==> src/rtl/isr_seq_pkg.sv <==
package isr_seq_pkg;

    typedef enum logic [3:0] {
        S_IDLE    = 4'd0,
        S_PUSH_LO = 4'd1,
        S_PUSH_HI = 4'd2,
        S_ENT_SP  = 4'd3,
        S_ENT_VEC = 4'd4,
        S_POP_HI  = 4'd5,
        S_POP_LO  = 4'd6,
        S_RET_SP  = 4'd7,
        S_RET_PC  = 4'd8,
        S_GUARD   = 4'd9
    } seq_state_t;

    localparam int unsigned STK_BYTE_W = 8;

endpackage

==> src/rtl/isr_prio_pick.sv <==
module isr_prio_pick #(
    parameter int unsigned N_SRC = 8,
    localparam int unsigned IDX_W = (N_SRC > 1) ? $clog2(N_SRC) : 1
) (
    input  logic [N_SRC-1:0] req,
    output logic             any,
    output logic [IDX_W-1:0] idx
);

    // Each stage passes the winning index down the chain; lower bits override.
    logic [IDX_W-1:0] stage_idx [N_SRC:0];
    logic [N_SRC:0]   stage_hit;

    assign stage_idx[N_SRC] = '0;
    assign stage_hit[N_SRC] = 1'b0;

    genvar g;
    generate
        for (g = N_SRC - 1; g >= 0; g--) begin : g_stage
            assign stage_hit[g] = stage_hit[g+1] | req[g];
            assign stage_idx[g] = req[g] ? IDX_W'(g) : stage_idx[g+1];
        end
    endgenerate

    assign any = stage_hit[0];
    assign idx = stage_idx[0];

endmodule

==> src/rtl/isr_seq_fsm.sv <==
module isr_seq_fsm
    import isr_seq_pkg::*;
(
    input  logic       clk,
    input  logic       rst_n,
    input  logic       insn_done,
    input  logic       reti_req,
    input  logic       take_irq,
    output seq_state_t st,
    output logic       start_ent,
    output logic       start_ret
);

    seq_state_t st_nx;

    always_ff @(posedge clk) begin
        if (!rst_n) st <= S_IDLE;
        else        st <= st_nx;
    end

    always_comb begin
        st_nx = st;
        unique case (st)
            S_IDLE: begin
                if (insn_done) begin
                    if (reti_req)      st_nx = S_POP_HI;
                    else if (take_irq) st_nx = S_PUSH_LO;
                end
            end
            S_PUSH_LO: st_nx = S_PUSH_HI;
            S_PUSH_HI: st_nx = S_ENT_SP;
            S_ENT_SP:  st_nx = S_ENT_VEC;
            S_ENT_VEC: st_nx = S_IDLE;
            S_POP_HI:  st_nx = S_POP_LO;
            S_POP_LO:  st_nx = S_RET_SP;
            S_RET_SP:  st_nx = S_RET_PC;
            S_RET_PC:  st_nx = S_GUARD;
            S_GUARD: begin
                if (insn_done) st_nx = reti_req ? S_POP_HI : S_IDLE;
            end
            default:   st_nx = S_IDLE;
        endcase
    end

    assign start_ent = (st == S_IDLE) && (st_nx == S_PUSH_LO);
    assign start_ret = (st_nx == S_POP_HI);

    // no progress out of idle without an instruction boundary
    a_r3_hold_idle: assert property (@(posedge clk) disable iff (!rst_n)
        (st == S_IDLE && !insn_done) |=> (st == S_IDLE));

    // the guard state never hands over directly to an entry
    a_r9_guard_blocks: assert property (@(posedge clk) disable iff (!rst_n)
        (st == S_GUARD) |=> (st != S_PUSH_LO));

    // a return at the boundary wins over any pending request
    a_r10_reti_first: assert property (@(posedge clk) disable iff (!rst_n)
        (st == S_IDLE && insn_done && reti_req) |=> (st == S_POP_HI));

endmodule

==> src/rtl/isr_seq_dp.sv <==
module isr_seq_dp
    import isr_seq_pkg::*;
#(
    parameter int unsigned PC_W      = 16,
    parameter int unsigned SP_W      = 16,
    parameter int unsigned IDX_W     = 3,
    parameter int unsigned VEC_BASE  = 1,
    parameter int unsigned VEC_STEP  = 1
) (
    input  logic                  clk,
    input  logic                  rst_n,
    input  seq_state_t            st,
    input  logic                  start_ent,
    input  logic                  start_ret,
    input  logic [IDX_W-1:0]      win_idx,
    input  logic [PC_W-1:0]       pc_cur,
    input  logic [SP_W-1:0]       sp_cur,
    input  logic [STK_BYTE_W-1:0] stk_rdata,
    output logic                  irq_ack,
    output logic [IDX_W-1:0]      irq_ack_idx,
    output logic                  busy,
    output logic                  gie_clr,
    output logic                  gie_set,
    output logic                  pc_load,
    output logic [PC_W-1:0]       pc_new,
    output logic                  sp_ld,
    output logic [SP_W-1:0]       sp_new,
    output logic                  stk_we,
    output logic                  stk_re,
    output logic [SP_W-1:0]       stk_addr,
    output logic [STK_BYTE_W-1:0] stk_wdata
);

    localparam int unsigned RET_W = 2 * STK_BYTE_W;

    logic [RET_W-1:0]      ret_q;
    logic [SP_W-1:0]       sp_q;
    logic [IDX_W-1:0]      idx_q;
    logic [STK_BYTE_W-1:0] hi_q;
    logic [STK_BYTE_W-1:0] lo_q;
    logic [PC_W-1:0]       vec_addr;

    // Snapshot the boundary context, and collect the popped bytes.
    always_ff @(posedge clk) begin
        if (!rst_n) begin
            ret_q <= '0;
            sp_q  <= '0;
            idx_q <= '0;
            hi_q  <= '0;
            lo_q  <= '0;
        end else begin
            if (start_ent) begin
                ret_q <= RET_W'(pc_cur);
                idx_q <= win_idx;
            end
            if (start_ent || start_ret) sp_q <= sp_cur;
            if (st == S_POP_LO) hi_q <= stk_rdata;
            if (st == S_RET_SP) lo_q <= stk_rdata;
        end
    end

    assign vec_addr = PC_W'(VEC_BASE) + PC_W'(idx_q) * PC_W'(VEC_STEP);

    always_comb begin
        irq_ack     = 1'b0;
        irq_ack_idx = idx_q;
        busy        = 1'b1;
        gie_clr     = 1'b0;
        gie_set     = 1'b0;
        pc_load     = 1'b0;
        pc_new      = '0;
        sp_ld       = 1'b0;
        sp_new      = '0;
        stk_we      = 1'b0;
        stk_re      = 1'b0;
        stk_addr    = '0;
        stk_wdata   = '0;
        unique case (st)
            S_IDLE, S_GUARD: busy = 1'b0;
            S_PUSH_LO: begin
                irq_ack   = 1'b1;
                gie_clr   = 1'b1;
                stk_we    = 1'b1;
                stk_addr  = sp_q;
                stk_wdata = ret_q[STK_BYTE_W-1:0];
            end
            S_PUSH_HI: begin
                stk_we    = 1'b1;
                stk_addr  = sp_q - SP_W'(1);
                stk_wdata = ret_q[RET_W-1:STK_BYTE_W];
            end
            S_ENT_SP: begin
                sp_ld  = 1'b1;
                sp_new = sp_q - SP_W'(2);
            end
            S_ENT_VEC: begin
                pc_load = 1'b1;
                pc_new  = vec_addr;
            end
            S_POP_HI: begin
                stk_re   = 1'b1;
                stk_addr = sp_q + SP_W'(1);
            end
            S_POP_LO: begin
                stk_re   = 1'b1;
                stk_addr = sp_q + SP_W'(2);
            end
            S_RET_SP: begin
                sp_ld  = 1'b1;
                sp_new = sp_q + SP_W'(2);
            end
            S_RET_PC: begin
                pc_load = 1'b1;
                gie_set = 1'b1;
                pc_new  = PC_W'({hi_q, lo_q});
            end
            default: busy = 1'b0;
        endcase
    end

    // the acknowledge is a single-cycle pulse
    a_r4_ack_pulse: assert property (@(posedge clk) disable iff (!rst_n)
        irq_ack |=> !irq_ack);

    // the second push lands one byte below the first
    a_r5_push_pair: assert property (@(posedge clk) disable iff (!rst_n)
        $rose(stk_we) |=> (stk_we && stk_addr == $past(stk_addr) - SP_W'(1)));

    // the second pop reads one byte above the first
    a_r8_pop_pair: assert property (@(posedge clk) disable iff (!rst_n)
        $rose(stk_re) |=> (stk_re && stk_addr == $past(stk_addr) + SP_W'(1)));

endmodule

==> src/rtl/isr_sequencer.sv <==
module isr_sequencer
    import isr_seq_pkg::*;
#(
    parameter int unsigned N_SRC    = 8,
    parameter int unsigned PC_W     = 16,
    parameter int unsigned SP_W     = 16,
    parameter int unsigned VEC_BASE = 1,
    parameter int unsigned VEC_STEP = 1,
    localparam int unsigned IDX_W   = (N_SRC > 1) ? $clog2(N_SRC) : 1
) (
    input  logic             clk,
    input  logic             rst_n,
    input  logic [N_SRC-1:0] irq_pend,
    input  logic             gie,
    input  logic             insn_done,
    input  logic             reti_req,
    input  logic [PC_W-1:0]  pc_cur,
    input  logic [SP_W-1:0]  sp_cur,
    output logic             irq_ack,
    output logic [IDX_W-1:0] irq_ack_idx,
    output logic             busy,
    output logic             gie_clr,
    output logic             gie_set,
    output logic             pc_load,
    output logic [PC_W-1:0]  pc_new,
    output logic             sp_ld,
    output logic [SP_W-1:0]  sp_new,
    output logic             stk_we,
    output logic             stk_re,
    output logic [SP_W-1:0]  stk_addr,
    output logic [7:0]       stk_wdata,
    input  logic [7:0]       stk_rdata
);

    logic             req_any;
    logic [IDX_W-1:0] req_idx;
    seq_state_t       st;
    logic             start_ent;
    logic             start_ret;

    isr_prio_pick #(.N_SRC(N_SRC)) u_pick (
        .req (irq_pend),
        .any (req_any),
        .idx (req_idx)
    );

    isr_seq_fsm u_fsm (
        .clk       (clk),
        .rst_n     (rst_n),
        .insn_done (insn_done),
        .reti_req  (reti_req),
        .take_irq  (gie & req_any),
        .st        (st),
        .start_ent (start_ent),
        .start_ret (start_ret)
    );

    isr_seq_dp #(
        .PC_W     (PC_W),
        .SP_W     (SP_W),
        .IDX_W    (IDX_W),
        .VEC_BASE (VEC_BASE),
        .VEC_STEP (VEC_STEP)
    ) u_dp (
        .clk         (clk),
        .rst_n       (rst_n),
        .st          (st),
        .start_ent   (start_ent),
        .start_ret   (start_ret),
        .win_idx     (req_idx),
        .pc_cur      (pc_cur),
        .sp_cur      (sp_cur),
        .stk_rdata   (stk_rdata),
        .irq_ack     (irq_ack),
        .irq_ack_idx (irq_ack_idx),
        .busy        (busy),
        .gie_clr     (gie_clr),
        .gie_set     (gie_set),
        .pc_load     (pc_load),
        .pc_new      (pc_new),
        .sp_ld       (sp_ld),
        .sp_new      (sp_new),
        .stk_we      (stk_we),
        .stk_re      (stk_re),
        .stk_addr    (stk_addr),
        .stk_wdata   (stk_wdata)
    );

    // the sequence strobes never overlap
    a_r1_strobe_excl: assert property (@(posedge clk) disable iff (!rst_n)
        $onehot0({stk_we, stk_re, pc_load, sp_ld}));

    // an acknowledge follows an enabled boundary with a pending request
    a_r2_ack_cause: assert property (@(posedge clk) disable iff (!rst_n)
        irq_ack |-> $past(gie && insn_done && (|irq_pend)));

    // the vector is loaded three cycles after the acknowledge
    a_r7_vec_after_ack: assert property (@(posedge clk) disable iff (!rst_n)
        irq_ack |-> ##3 pc_load);

endmodule

==> config.mk <==
export PLATFORM = sky130hd
export DESIGN_NAME = isr_sequencer
export DESIGN_NICKNAME = d
export VERILOG_FILES = /design/src/rtl/isr_seq_pkg.sv /design/src/rtl/isr_prio_pick.sv /design/src/rtl/isr_seq_fsm.sv /design/src/rtl/isr_seq_dp.sv /design/src/rtl/isr_sequencer.sv
export SDC_FILE = /design/constraint.sdc
export NUM_CORES = 1
export LEC_CHECK = 0
export BUFFER_PORTS_ARGS = -buffer_cell sky130_fd_sc_hd__buf_2
export CAP_MARGIN = 20
export CORE_ASPECT_RATIO = 1.5
export CORE_UTILIZATION = 39
export DETAILED_ROUTE_END_ITERATION = 12
export GPL_TIMING_DRIVEN = 1
export PLACE_DENSITY = 0.71
export RECOVER_POWER = 100
export SYNTH_ARGS = -nofsm -noshare
export SYNTH_HDL_FRONTEND = slang
export SYNTH_SLANG_ARGS = --single-unit
==> constraint.sdc <==
create_clock -name clk -period 7.7 [get_ports clk]
set_clock_uncertainty 0.1 [all_clocks]
set_input_delay 1.54 -clock clk [delete_from_list [all_inputs] [get_ports clk]]
set_output_delay 1.54 -clock clk [all_outputs]
set_load 0.01 [all_outputs]
After elaboration in Yosys (flattened, before gate mapping)
Cells that the tools add are included.
{"block": "totals", "ff_bits": 55, "in_bits": 53, "output_inout_bits": 67, "wordCells": 63}
{"block": "op_classes", "add_sub_neg": 5, "n_eq_ne": 11, "muxes": 25, "n_bitwise": 8, "n_reduce_logical": 8}
{"operator": "$pmux 16 s2", "count": 2}
{"operator": "$pmux 16 s4", "count": 1}
{"operator": "$pmux 4 s9", "count": 1}
{"operator": "$mux 3", "count": 9}
{"operator": "$eq 4x3->1 const B", "count": 5}
{"operator": "$add 16x1->16 const B", "count": 1}
{"operator": "$add 16x2->16 const B", "count": 1}
{"operator": "$mux 4", "count": 4}
{"operator": "$pmux 8 s2", "count": 1}
{"operator": "$sub 16x1->16 const B", "count": 1}
{"operator": "$sub 16x2->16 const B", "count": 1}
{"operator": "$eq 4x1->1 const B", "count": 2}
{"operator": "$eq 4x2->1 const B", "count": 2}
{"operator": "$eq 4x4->1 const B", "count": 2}
{"operator": "$reduce_or 2->1", "count": 4}
{"operator": "$reduce_or 8->1", "count": 1}
{"operator": "$mux 1", "count": 7}
{"operator": "$or 1x1->1", "count": 7}
{"operator": "$add 1x3->4 const A", "count": 1}
{"operator": "$logic_not 4->1", "count": 1}
{"operator": "$and 1x1->1", "count": 1}
{"operator": "$logic_and 1x1->1", "count": 1}
{"operator": "$logic_or 1x1->1", "count": 1}

Depth between registers and ports, before layout
Gate-level depths: netlist (run 1).
{"block": "depth", "word_depth": 15, "ltp_mapped": 11, "mapped_depth_nobuf": 10}

Hierarchy
From an unflattened synthesis (run 1), not the netlist that was laid out.
{"block": "unflattened", "cells_unflattened": 599, "area_unflattened_um2": 4409.2}
{"mod": "isr_seq_dp", "n_inst": 1, "cells_each": 554, "area_per_inst_um2": 4035.1, "seq_area_each_um2": 1021.0}
{"mod": "isr_seq_fsm", "n_inst": 1, "cells_each": 31, "area_per_inst_um2": 287.8, "seq_area_each_um2": 80.1}
{"mod": "isr_prio_pick", "n_inst": 1, "cells_each": 13, "area_per_inst_um2": 80.1, "seq_area_each_um2": 0.0}
{"mod": "isr_sequencer", "n_inst": 1, "cells_each": 1, "area_per_inst_um2": 6.3, "seq_area_each_um2": 0.0}

Worst setup path before layout (run 1)
No wires, ideal clock.
{"block": "synth_timing", "kind": "reg-to-output", "startpoint": "register u_fsm.st[2]", "endpoint": "output port stk_addr[15]", "arrival_time_ns": 2.802, "t_required_ns": 6.060, "path_slack_ns": 3.258, "stages_incl_launch_ff": 11, "n_path_buf": 1, "path_cell_list": "dfxtp_1 buf_4 and2b_1 nand2_1 ha_1 a21oi_1 o211ai_1 a211oi_2 mux2i_1 nor3_1 or3b_1"}
{"block": "synth_via", "elab_chain_len": 2, "word_cells_on_any_way": 5, "classes_between": "eq/ne: 4; mux: 1"}
{"element": "start: declaration", "line_no": "isr_seq_fsm.sv:9", "source": "output seq_state_t st,"}
{"element": "start signal: assignment", "line_no": "isr_seq_fsm.sv:18", "source": "else st <= st_nx;"}
{"element": "$eq 4x3->1 (tied with other cells)", "line_no": "isr_seq_dp.sv:78", "source": "unique case (st)"}
{"element": "$pmux 16 s4 *", "line_no": "isr_seq_dp.sv:78"}
{"element": "end: declaration", "line_no": "isr_sequencer.sv:30", "source": "output logic [SP_W-1:0] stk_addr,"}
Every way passes the cells marked *; elsewhere a longest branch is shown, timed or not.

Final worst setup path (run 1)
{"block": "layout_timing", "startpoint": "register u_fsm.st[3]", "endpoint": "output port stk_addr[14]"}
Same word-level chain as after synthesis.

==> flow_summary_export.csv, run 1 <==
group,metric,value,unit
outcome,status,"complete, but fails checks",
outcome,failed_checks,"capacitance limit, slew limit",
drt,drc_errors,0,
power,p_per_area,231,mW/mm^2
critical_path,critical_path_class,"register to primary output",
cells_and_area,final_nets,761,
yosys,yosys_warnings,0,
yosys,yosys_most_used_dff,"sky130_fd_sc_hd__dfxtp_1",
drt,drt_wl_total,13.4,mm
yosys,post_synthesis_cell_area,0.00453,sq mm
grt,grt_start_max_net_pins,75,
critical_path,timing.critical_path.max_delay_family,"compound AO/OA/AOI/OAI gates",
drt,via_per_inst,5.68,
placement,post-dp-hpwl,9.91,mm
clock_tree,post-cts-setup-buffers,0,
clock_tree,ctsRootBufferMaster,"sky130_fd_sc_hd__clkbuf_16",
critical_path,crit_arrival,4.03,ns
clock_tree,clkTransAtPathRegs,0.08,ns
yosys,biggest_area_contributors_in_the_synthesized_netlist,"sky130_fd_sc_hd__dfxtp_1 (24%), sky130_fd_sc_hd__nand2_1 (8.3%), sky130_fd_sc_hd__mux2i_1 (8.2%)",
grt,first_global_vias,4479,
yosys,synth_async_sr_flop_share,0,%
cells_and_area,layout.filler_cells,1197,
grt,global_route.usage.total,21.7,%
yosys,post-synth-top-area-fraction,24.3,%
floorplanning,design.die.area,0.0121,sq mm
grt,grt_overflow_total,0,
clock_tree,ctsHoldBuffers,0,
worst_hold_path,worstHoldPathType,"register to register",
floorplanning,core.rowCount,47,
timing,finalHoldWorstSlack,0.362,ns
grt,grt_first_pass_wirelength,21.6,mm
placement,gpl.final_weighted_congestion,0.939,
clock_tree,cts.htree.levels,2,
clock_tree,ctsResizeCount,0,
yosys,synth.largest_area_cell,"sky130_fd_sc_hd__dfxtp_1",
timing,final.period_utilization,73.6,%
timing,report.final.slew_viol_count,83,
floorplanning,starting_density_of_the_core,40.5,%
cells_and_area,drive_above_1_share,13.6,%
power,ir_drop,0.106,mV
timing,timing.fmax,176,MHz
drt,post_drt_antenna_nets,0,
timing,worst_slew_margin_rel,-19.9,%
critical_path,slowest_delay,0.72,ns
timing,worst-slew-pin-transition,1.79,ns
cells_and_area,multiInputGateArea,0.00311,sq mm
drt,via_count,4756,
clock_tree,numCtsBuffers,5,
cells_and_area,area_growth_synth_to_finish,13.5,%
grt,antenna_violations_before_repair,0,
yosys,synth-seq-cells,55,
floorplanning,ios,120,
yosys,post_synth.cell_area_avg,7.45,sq um
yosys,number_of_enable_flip_flop_cells_after_synthesis,0,
floorplanning,core_region_area,0.0112,sq mm
drt,drt_first_pass_iters,5,
placement,count_of_input_and_output_buffers,119,
timing,post-route-min-period,5.67,ns
timing,hold_viol,0,
cells_and_area,final-seq-area,0.00110,sq mm
yosys,synthCells,608,
yosys,postSynthNetCount,679,
critical_path,worstPathRequired,6.06,ns
critical_path,crit_buf_inv,1,
yosys,synth-seq-area-share,24.3,%
clock_tree,cts.path.max_buffers,2,
critical_path,critical_path.slowest_cell,"sky130_fd_sc_hd__dfxtp_1",
cells_and_area,final_cell_mix,"sky130_fd_sc_hd__nand2_1 (100), sky130_fd_sc_hd__buf_2 (72), sky130_fd_sc_hd__dfxtp_1 (55)",
timing,timing.final.setup_violations,0,
drt,initialDrtViolationCount,269,
clock_tree,clkSinkCount,55,
critical_path,critical_path_peak_fanout,18,
clock_tree,clkLatencyLatePin,0.30,ns
critical_path,timing.critical_path.to_type,"primary output",
timing,final.setup.tns,0,ns
yosys,ys_types,67,
critical_path,crit_path_start_kind,"register",
clock_tree,tritoncts,"built",
cells_and_area,insertedDiodeCount,0,
timing,rsz0062_at_grt,"false",
cells_and_area,post-route-cell-area,0.00514,sq mm
cells_and_area,final_common_cell,"sky130_fd_sc_hd__nand2_1",
flow_run,drv_cap,3,
placement,post_detailed_placement_cell_area,0.00511,sq mm
floorplanning,chipWidth,90.0,microns
floorplanning,fp.dieH,134,microns
drt,routed_length_per_placed_instance,16.0,microns
critical_path,cp_cell_sequence,"and2b_1 -> nand2_1 -> ha_1 -> nor2b_1 -> o31a_1 -> o32ai_1 -> o211ai_1 -> xnor2_1 -> o21ai_0 -> buf_2",
power,power_leakage,0.00207,uW
## worst register-to-register path, stage by stage, from the launching register on
cell and delay, ns:
sky130_fd_sc_hd__dfxtp_1 0.72, sky130_fd_sc_hd__nand2b_1 0.26, sky130_fd_sc_hd__o32ai_2 0.38, sky130_fd_sc_hd__o21ai_0 0.22
sky130_fd_sc_hd__nor2_1 1.38, sky130_fd_sc_hd__mux2i_1 0.24
## final timing paths
path	slack (ns)	from	cells past startpoint	to
setup / recovery	2.03	u_fsm.st[3]	10	stk_addr[14]
hold / removal	0.36	u_dp.lo_q[6]	2	u_dp.lo_q[6]
setup reg to reg	4.21	u_fsm.st[3]	5	u_dp.ret_q[6]
hold reg to reg	0.36	u_dp.lo_q[6]	2	u_dp.lo_q[6]
## state kept, by name (all words and copies together), names as in the netlist
register	cells
u_dp.ret_q	16
u_dp.lo_q	8
u_dp.sp_q	16
u_fsm.st	4
u_dp.irq_ack_idx	3
u_dp.hi_q	8
## cells by family (layout without fill, tap and decap cells)
family                   after synthesis  in the layout  synth area share [%]
AND/OR/NAND/NOR                      255            255                  27.5
AO/OA/AOI/OAI                        172            172                  26.1
adder cells (fa/ha/maj)               18             18                  5.14
flip-flops                            55             55                  24.3
multiplexers                          37             37                  8.17
XOR/XNOR                              14             14                  2.71
buffers and inverters                 57            140                  6.02
## through the flow
stage / worst slack, ns / cells / util, % / total power [uW]
global route: 1.79 / 838 / 46.0 / 1270
finish: 2.03 / 838 / 46.0 / 1190
detailed placement: 2.53 / 829 / 45.7 / 966
global placement: 2.65 / 829 / 45.7 / 953
CTS: 2.20 / 837 / 47.0 / 1210
floorplan: 3.26 / 608 / - / 823
## metal layers
metal	part of all wire (%)	track usage, %
met3	7.4	4.99
met5	0	0
met4	2.3	7.62
met2	50	39.4
met1	40	24.8
## power by group
group / internal, uW / switching, uW
clock: 123 / 121
combinational: 237 / 326
sequential: 317 / 62.0
total: 678 / 509
## synthesized netlist by cell type (8+ instances only)
library cell / n
sky130_fd_sc_hd__o21ai_1: 13
sky130_fd_sc_hd__a221oi_1: 8
sky130_fd_sc_hd__a21boi_1: 17
sky130_fd_sc_hd__ha_1: 17
sky130_fd_sc_hd__nor2_1: 47
sky130_fd_sc_hd__a21oi_1: 35
sky130_fd_sc_hd__nor2b_1: 23
sky130_fd_sc_hd__inv_1: 8
sky130_fd_sc_hd__dfxtp_1: 55
sky130_fd_sc_hd__nand2b_1: 8
sky130_fd_sc_hd__nand3_1: 13
sky130_fd_sc_hd__and3_1: 9
sky130_fd_sc_hd__clkbuf_1: 26
sky130_fd_sc_hd__a22o_1: 8
sky130_fd_sc_hd__and2_1: 14
sky130_fd_sc_hd__buf_2: 14
sky130_fd_sc_hd__nor3_1: 18
sky130_fd_sc_hd__o21ai_0: 30
sky130_fd_sc_hd__mux2i_1: 37
sky130_fd_sc_hd__nand2_1: 100
## layout make-up
type                    count  share of cell area, %
repair buffers            124                   11.0
flip-flops and latches     55                   21.4
inverters                   8                  0.584
clock buffers               5                   2.43
well taps                 147                   3.58
clock inverters             3                  0.438
multi-input cells         496                   60.5
No activity file was read; power rests on OpenSTA's default activity.
==> inputs of run 2 (changes only) <==
Clock period 7.7 ns to 5.5 ns, I/O delays scaled along.
==> flow_summary_export.csv, run 2 (synthesis gave the netlist of run 1 again) <==
group,metric,value,unit
outcome,status,"complete, but fails checks",
outcome,failed_checks,"capacitance limit, slew limit",
critical_path,cp_cell_sequence,"and2b_1 -> nand2_1 -> ha_1 -> nor2b_1 -> o31a_1 -> o32ai_1 -> o21ai_0 -> xnor2_1 -> o21ai_1 -> clkbuf_1",
floorplanning,ios,120,
floorplanning,core_region_area,0.0112,sq mm
floorplanning,starting_density_of_the_core,40.5,%
clock_tree,ctsHoldBuffers,0,
grt,first_global_vias,4371,
drt,routed_length_per_placed_instance,16.0,microns
timing,report.final.slew_viol_count,83,
critical_path,timing.critical_path.max_delay_family,"compound AO/OA/AOI/OAI gates",
cells_and_area,area_growth_synth_to_finish,13.9,%
timing,rsz0062_at_grt,"false",
timing,final.setup.tns,0,ns
placement,post-dp-hpwl,9.98,mm
critical_path,reg2reg_setup_slack,1.88,ns
clock_tree,numCtsBuffers,5,
critical_path,worstPathRequired,4.30,ns
critical_path,critical_path_peak_fanout,17,
placement,count_of_input_and_output_buffers,119,
critical_path,critical_path_class,"register to primary output",
clock_tree,ctsResizeCount,0,
placement,worst_case_setup_slack_after_placement,0.778,ns
placement,gpl.final_weighted_congestion,0.950,
drt,drt_first_pass_iters,5,
critical_path,reg_to_reg_startpoint,"u_fsm.st[3]",
timing,worst-slew-pin-transition,1.88,ns
clock_tree,clkLatencyLatePin,0.30,ns
critical_path,timing.critical_path.to_type,"primary output",
floorplanning,core.rowCount,47,
clock_tree,tritoncts,"built",
critical_path,crit_arrival,3.97,ns
critical_path,ff2ff_path_depth,5,
power,ir_drop,0.180,mV
clock_tree,clkTransAtPathRegs,0.08,ns
power,p_per_area,331,mW/mm^2
worst_hold_path,worstHoldPathType,"register to register",
grt,global_route.usage.total,21.5,%
critical_path,slowest_delay,0.68,ns
critical_path,r2r-end,"u_dp.ret_q[11]",
timing,setup_ws,0.328,ns
drt,via_count,4733,
cells_and_area,final_common_cell,"sky130_fd_sc_hd__nand2_1",
cells_and_area,final_cell_mix,"sky130_fd_sc_hd__nand2_1 (100), sky130_fd_sc_hd__buf_2 (70), sky130_fd_sc_hd__dfxtp_1 (55)",
timing,hold_viol,0,
timing,timing.fmax,193,MHz
floorplanning,chipWidth,90.0,microns
floorplanning,design.die.area,0.0121,sq mm
drt,drc_errors,0,
clock_tree,cts.htree.levels,2,
drt,via_per_inst,5.65,
clock_tree,clkSinkCount,55,
timing,post-route-min-period,5.17,ns
cells_and_area,insertedDiodeCount,0,
clock_tree,cts.path.max_buffers,2,
drt,drt_wl_total,13.4,mm
power,power_leakage,0.00207,uW
cells_and_area,drive_above_1_share,13.2,%
drt,initialDrtViolationCount,265,
critical_path,crit_cells,10,
critical_path,critical_path.slowest_cell,"sky130_fd_sc_hd__dfxtp_1",
floorplanning,fp.dieH,134,microns
critical_path,crit_path_start_kind,"register",
timing,timing.final.setup_violations,0,
timing,final.period_utilization,94.0,%
grt,grt_start_max_net_pins,75,
timing,worst_slew_margin_rel,-25.9,%
power,total_power,1710,uW
clock_tree,ctsRootBufferMaster,"sky130_fd_sc_hd__clkbuf_16",
worst_hold_path,hold_path.startpoint,"u_dp.lo_q[4]",
drt,post_drt_antenna_nets,0,
flow_run,drv_cap,3,
critical_path,crit_buf_inv,1,
grt,grt_overflow_total,0,
grt,grt_first_pass_wirelength,21.3,mm
worst_hold_path,holdPathStages,2,
clock_tree,post-cts-setup-buffers,0,
grt,antenna_violations_before_repair,0,
cells_and_area,final_nets,761,
cells_and_area,top_regs,"u_dp.ret_q: 16 flops, u_dp.sp_q: 16 flops",
worst_hold_path,min_to,"u_dp.lo_q[4]",
==> run 2: changes by cell type in the layout (fill, tap and decap cells not counted), sizes merged <==
| cell | previous run | this run |
|---|---|---|
| buf | 75 | 72 |
| bufinv | 0 | 1 |
| clkbuf | 54 | 57 |
| inv | 10 | 9 |
==> run 2: worst max-delay path by stage <==
stage / from / to / slack, ns
2_1_floorplan: u_fsm.st[2] / stk_addr[15] / 1.50
3_3_place_gp: u_fsm.st[3] / stk_addr[12] / 0.89
3_5_place_dp: u_fsm.st[3] / stk_addr[12] / 0.78
4_1_cts: u_fsm.st[3] / stk_addr[12] / 0.44
5_1_grt: u_fsm.st[2] / stk_addr[10] / 0.1
6_report: u_fsm.st[2] / stk_addr[10] / 0.33
==> run 2: metrics by stage <==
step / instance area [sq um] / hold WS [ns] / util (%) / instances
after floorplan: 4530 / 0.330 / - / 608
after global placement: 5110 / 0.338 / 45.7 / 829
after detailed placement: 5110 / 0.345 / 45.7 / 829
after CTS: 5280 / 0.356 / 47.3 / 837
after global routing: 5160 / 0.381 / 46.2 / 838
final: 5160 / 0.364 / 46.2 / 838
==> run 2: layer usage <==
layer	vias up	GRT usage (%)	routed length, microns
met5	-	0	0
met4	0	6.99	243
met3	21	4.37	849
met2	186	39.4	6880
met1	2194	24.7	5440
li1	2332	-	-
==> run 2: layout make-up <==
type	count	area, sq um
repair buffers	124	561
inverters	8	30.0
fillers	1168	6010
clock buffers	5	125
clock inverters	3	47.5
multi-input cells	496	3110
flip-flops and latches	55	1100
well taps	147	184
==> run 2: where the power goes <==
group / switching, uW / internal [uW] / total (uW)
Clock: 163 / 218 / 381
Sequential: 86.2 / 444 / 530
Combinational: 462 / 333 / 795
==> run 2: worst min-delay path, stage by stage (launching register included) <==
cell,delay (ns)
sky130_fd_sc_hd__dfxtp_1,0.32
sky130_fd_sc_hd__nand2_1,0.05
sky130_fd_sc_hd__a21boi_1,0.05
==> inputs of run 3 (changes only) <==
Settings changed: SYNTH_HIERARCHICAL from default to 1.
==> flow_summary_export.csv, run 3 <==
group,metric,value,unit
outcome,status,"complete, but fails checks",
outcome,failed_checks,"capacitance limit, slew limit",
yosys,yosys.cell_count.top_type,"sky130_fd_sc_hd__nand2_1",
critical_path,critical_path_class,"register to primary output",
yosys,synth-simple-area-share,27.6,%
placement,placedCellCount,833,
yosys,synth-seq-area-share,25.0,%
yosys,synthAdderAreaFrac,6.41,%
timing,post-route-min-period,5.01,ns
flow_run,drv_cap,2,
clock_tree,clkLatencyLatePin,0.29,ns
grt,grt_first_pass_wirelength,22.1,mm
critical_path,ff2ff_path_depth,6,
power,power_leakage,0.00201,uW
placement,post_detailed_placement_cell_area,0.00511,sq mm
yosys,largest_family_of_logic_cells_by_synthesized_area,"compound AO/OA/AOI/OAI gates",
floorplanning,core.rowCount,47,
drt,via_per_inst,5.80,
yosys,synth_async_sr_flop_share,0,%
drt,drt_first_pass_iters,5,
critical_path,reg2reg_setup_slack,3.05,ns
yosys,synth_xor_xnor_area_share,3.38,%
timing,setup_ws,0.492,ns
critical_path,reg_to_reg_startpoint,"u_fsm/st[2]",
yosys,postSynthNetCount,674,
timing,worst_slew_margin_rel,-32.6,%
cells_and_area,final_cell_mix,"sky130_fd_sc_hd__nand2_1 (99), sky130_fd_sc_hd__clkbuf_1 (66), sky130_fd_sc_hd__buf_2 (56)",
cells_and_area,area_growth_synth_to_finish,17.3,%
worst_hold_path,worstHoldPathType,"register to register",
floorplanning,design.die.area,0.0117,sq mm
clock_tree,ctsRootBufferMaster,"sky130_fd_sc_hd__clkbuf_16",
yosys,synth.top_cells.by_count,"sky130_fd_sc_hd__nand2_1 (99), sky130_fd_sc_hd__dfxtp_1 (55), sky130_fd_sc_hd__clkbuf_1 (37)",
clock_tree,post-cts-setup-buffers,0,
floorplanning,core_region_area,0.0110,sq mm
yosys,yosys_most_used_dff,"sky130_fd_sc_hd__dfxtp_1",
drt,drc_errors,0,
critical_path,crit_arrival,3.81,ns
yosys,post_synth_mux_area_share,4.54,%
drt,initialDrtViolationCount,231,
worst_hold_path,min_to,"u_dp/hi_q[3]",
power,ir_drop,0.142,mV
drt,via_count,4885,
clock_tree,clkTransAtPathRegs,0.08,ns
critical_path,crit_path_start_kind,"register",
yosys,biggest_area_contributors_in_the_synthesized_netlist,"sky130_fd_sc_hd__dfxtp_1 (25%), sky130_fd_sc_hd__nand2_1 (8.4%), sky130_fd_sc_hd__ha_1 (6.0%)",
grt,grt_overflow_total,0,
timing,worst-slew-pin-transition,1.99,ns
critical_path,critical_path_peak_fanout,19,
timing,final.setup.tns,0,ns
timing,final.period_utilization,91.1,%
worst_hold_path,holdPathStages,2,
floorplanning,ios,120,
yosys,ys_types,60,
timing,timing.fmax,200,MHz
grt,first_global_vias,4596,
timing,hold_viol,0,
clock_tree,ctsHoldBuffers,0,
grt,antenna_violations_before_repair,0,
clock_tree,tritoncts,"built",
yosys,synth-compound-area-share,27.8,%
cells_and_area,final_nets,769,
yosys,synth.largest_area_cell,"sky130_fd_sc_hd__dfxtp_1",
floorplanning,starting_density_of_the_core,40.1,%
yosys,post_synthesis_cell_area,0.00441,sq mm
timing,timing.final.setup_violations,0,
power,total_power,1580,uW
yosys,post_synth.cell_area_avg,7.36,sq um
grt,grt_start_max_net_pins,56,
cells_and_area,final_common_cell,"sky130_fd_sc_hd__nand2_1",
timing,rsz0062_at_grt,"false",
clock_tree,ctsResizeCount,0,
yosys,number_of_enable_flip_flop_cells_after_synthesis,0,
yosys,post-synth-top-area-fraction,25.0,%
yosys,synthCells,599,
placement,post-dp-hpwl,10.3,mm
cells_and_area,drive_above_1_share,12.1,%
cells_and_area,top_regs,"u_dp/ret_q: 16 flops, u_dp/sp_q: 16 flops",
floorplanning,chipWidth,88.8,microns
clock_tree,clkSinkCount,55,
drt,drt_wl_total,14.1,mm
cells_and_area,finalNonFillerCells,842,
drt,routed_length_per_placed_instance,16.7,microns
timing,report.final.slew_viol_count,71,
floorplanning,fp.dieH,132,microns
placement,gpl.final_weighted_congestion,0.944,
clock_tree,cts.htree.levels,2,
placement,worst_case_setup_slack_after_placement,0.915,ns
placement,count_of_input_and_output_buffers,119,
clock_tree,numCtsBuffers,5,
critical_path,r2r-end,"u_dp/sp_q[4]",
worst_hold_path,hold_path.startpoint,"u_dp/hi_q[3]",
cells_and_area,insertedDiodeCount,0,
cells_and_area,post-route-cell-area,0.00517,sq mm
power,p_per_area,305,mW/mm^2
critical_path,timing.critical_path.to_type,"primary output",
grt,global_route.usage.total,23.9,%
drt,post_drt_antenna_nets,0,
yosys,yosys_warnings,6,
yosys,synth-seq-cells,55,
clock_tree,cts.path.max_buffers,2,
critical_path,worstPathRequired,4.30,ns
## run 3: cell types whose count changed after synthesis, moves of 5 or more
cell / previous run / this run
sky130_fd_sc_hd__o21ai_1: 13 / 0
sky130_fd_sc_hd__nor2_1: 47 / 36
sky130_fd_sc_hd__a21boi_0: 0 / 33
sky130_fd_sc_hd__and3_1: 9 / 14
sky130_fd_sc_hd__and2_1: 14 / 3
sky130_fd_sc_hd__clkbuf_1: 26 / 37
sky130_fd_sc_hd__o21ai_0: 30 / 35
sky130_fd_sc_hd__buf_2: 14 / 0
sky130_fd_sc_hd__nor3b_1: 0 / 6
sky130_fd_sc_hd__mux2i_1: 37 / 20
sky130_fd_sc_hd__a21boi_1: 17 / 3
## run 3: per-stage QoR
| stage | hold slack, ns | utilization (%) |
|---|---|---|
| after CTS | 0.366 | 47.8 |
| after global placement | 0.350 | 46.5 |
| after global routing | 0.392 | 47.0 |
| after floorplan | 0.339 | - |
| after detailed placement | 0.356 | 46.5 |
| final | 0.364 | 47.0 |
## run 3: critical path: stages, from the launching register on
cell and delay [ns]:
sky130_fd_sc_hd__dfxtp_1 0.71, sky130_fd_sc_hd__nor2b_1 0.33, sky130_fd_sc_hd__nand2_1 0.29, sky130_fd_sc_hd__clkbuf_1 0.36
sky130_fd_sc_hd__ha_1 0.43, sky130_fd_sc_hd__nand2_1 0.08, sky130_fd_sc_hd__a21oi_1 0.04, sky130_fd_sc_hd__a221oi_1 0.28
sky130_fd_sc_hd__buf_4 0.18, sky130_fd_sc_hd__o21ai_0 0.13, sky130_fd_sc_hd__nor3b_1 0.18, sky130_fd_sc_hd__o32ai_1 0.30
sky130_fd_sc_hd__clkbuf_1 0.19
## run 3: cell families (layout without fill, tap and decap cells)
logic type                 count (synthesis)  in the layout
muxes                                     20             20
AOI/OAI and AO/OA                        182            182
buffers and inverters                     56            152
adders and majority gates                 22             22
and+or+nand+nor                          247            247
DFF                                       55             55
xor gates and xnor gates                  17             17
## run 3: layout make-up
class                   instances  area [sq um]
flip-flops and latches         55          1100
clock inverters                 2          16.3
inverters                      13          48.8
fillers                      1156          5830
multi-input cells             488          3090
clock buffers                   6           129
well taps                     147           184
repair buffers                131           599
## run 3: worst max-delay path by stage
stage                     slack, ns         from  cells after the start            to
after floorplan                1.04  u_fsm/st[2]                     10  stk_addr[15]
after global placement         1.06  u_fsm/st[0]                     11  stk_addr[15]
after detailed placement       0.91  u_fsm/st[0]                     11  stk_addr[15]
after CTS                      0.60  u_fsm/st[0]                     11  stk_addr[15]
after global routing           0.22  u_fsm/st[0]                     12  stk_addr[15]
final                          0.49  u_fsm/st[0]                     12  stk_addr[15]
## run 3: routing by layer
layer / routed length [microns] / global-route usage [%] / vias up / part of all wire, %
li1: - / - / 2347 / -
met1: 5340 / 26.2 / 2281 / 38
met2: 7060 / 41.8 / 214 / 50
met3: 1130 / 5.89 / 43 / 8.0
met4: 552 / 11.5 / 0 / 3.9
met5: 0 / 0 / - / 0
## run 3: where the power goes
part | switching, uW | internal [uW]
combinational | 429 | 308
sequential | 78.2 | 434
clock | 157 | 171
total | 664 | 913
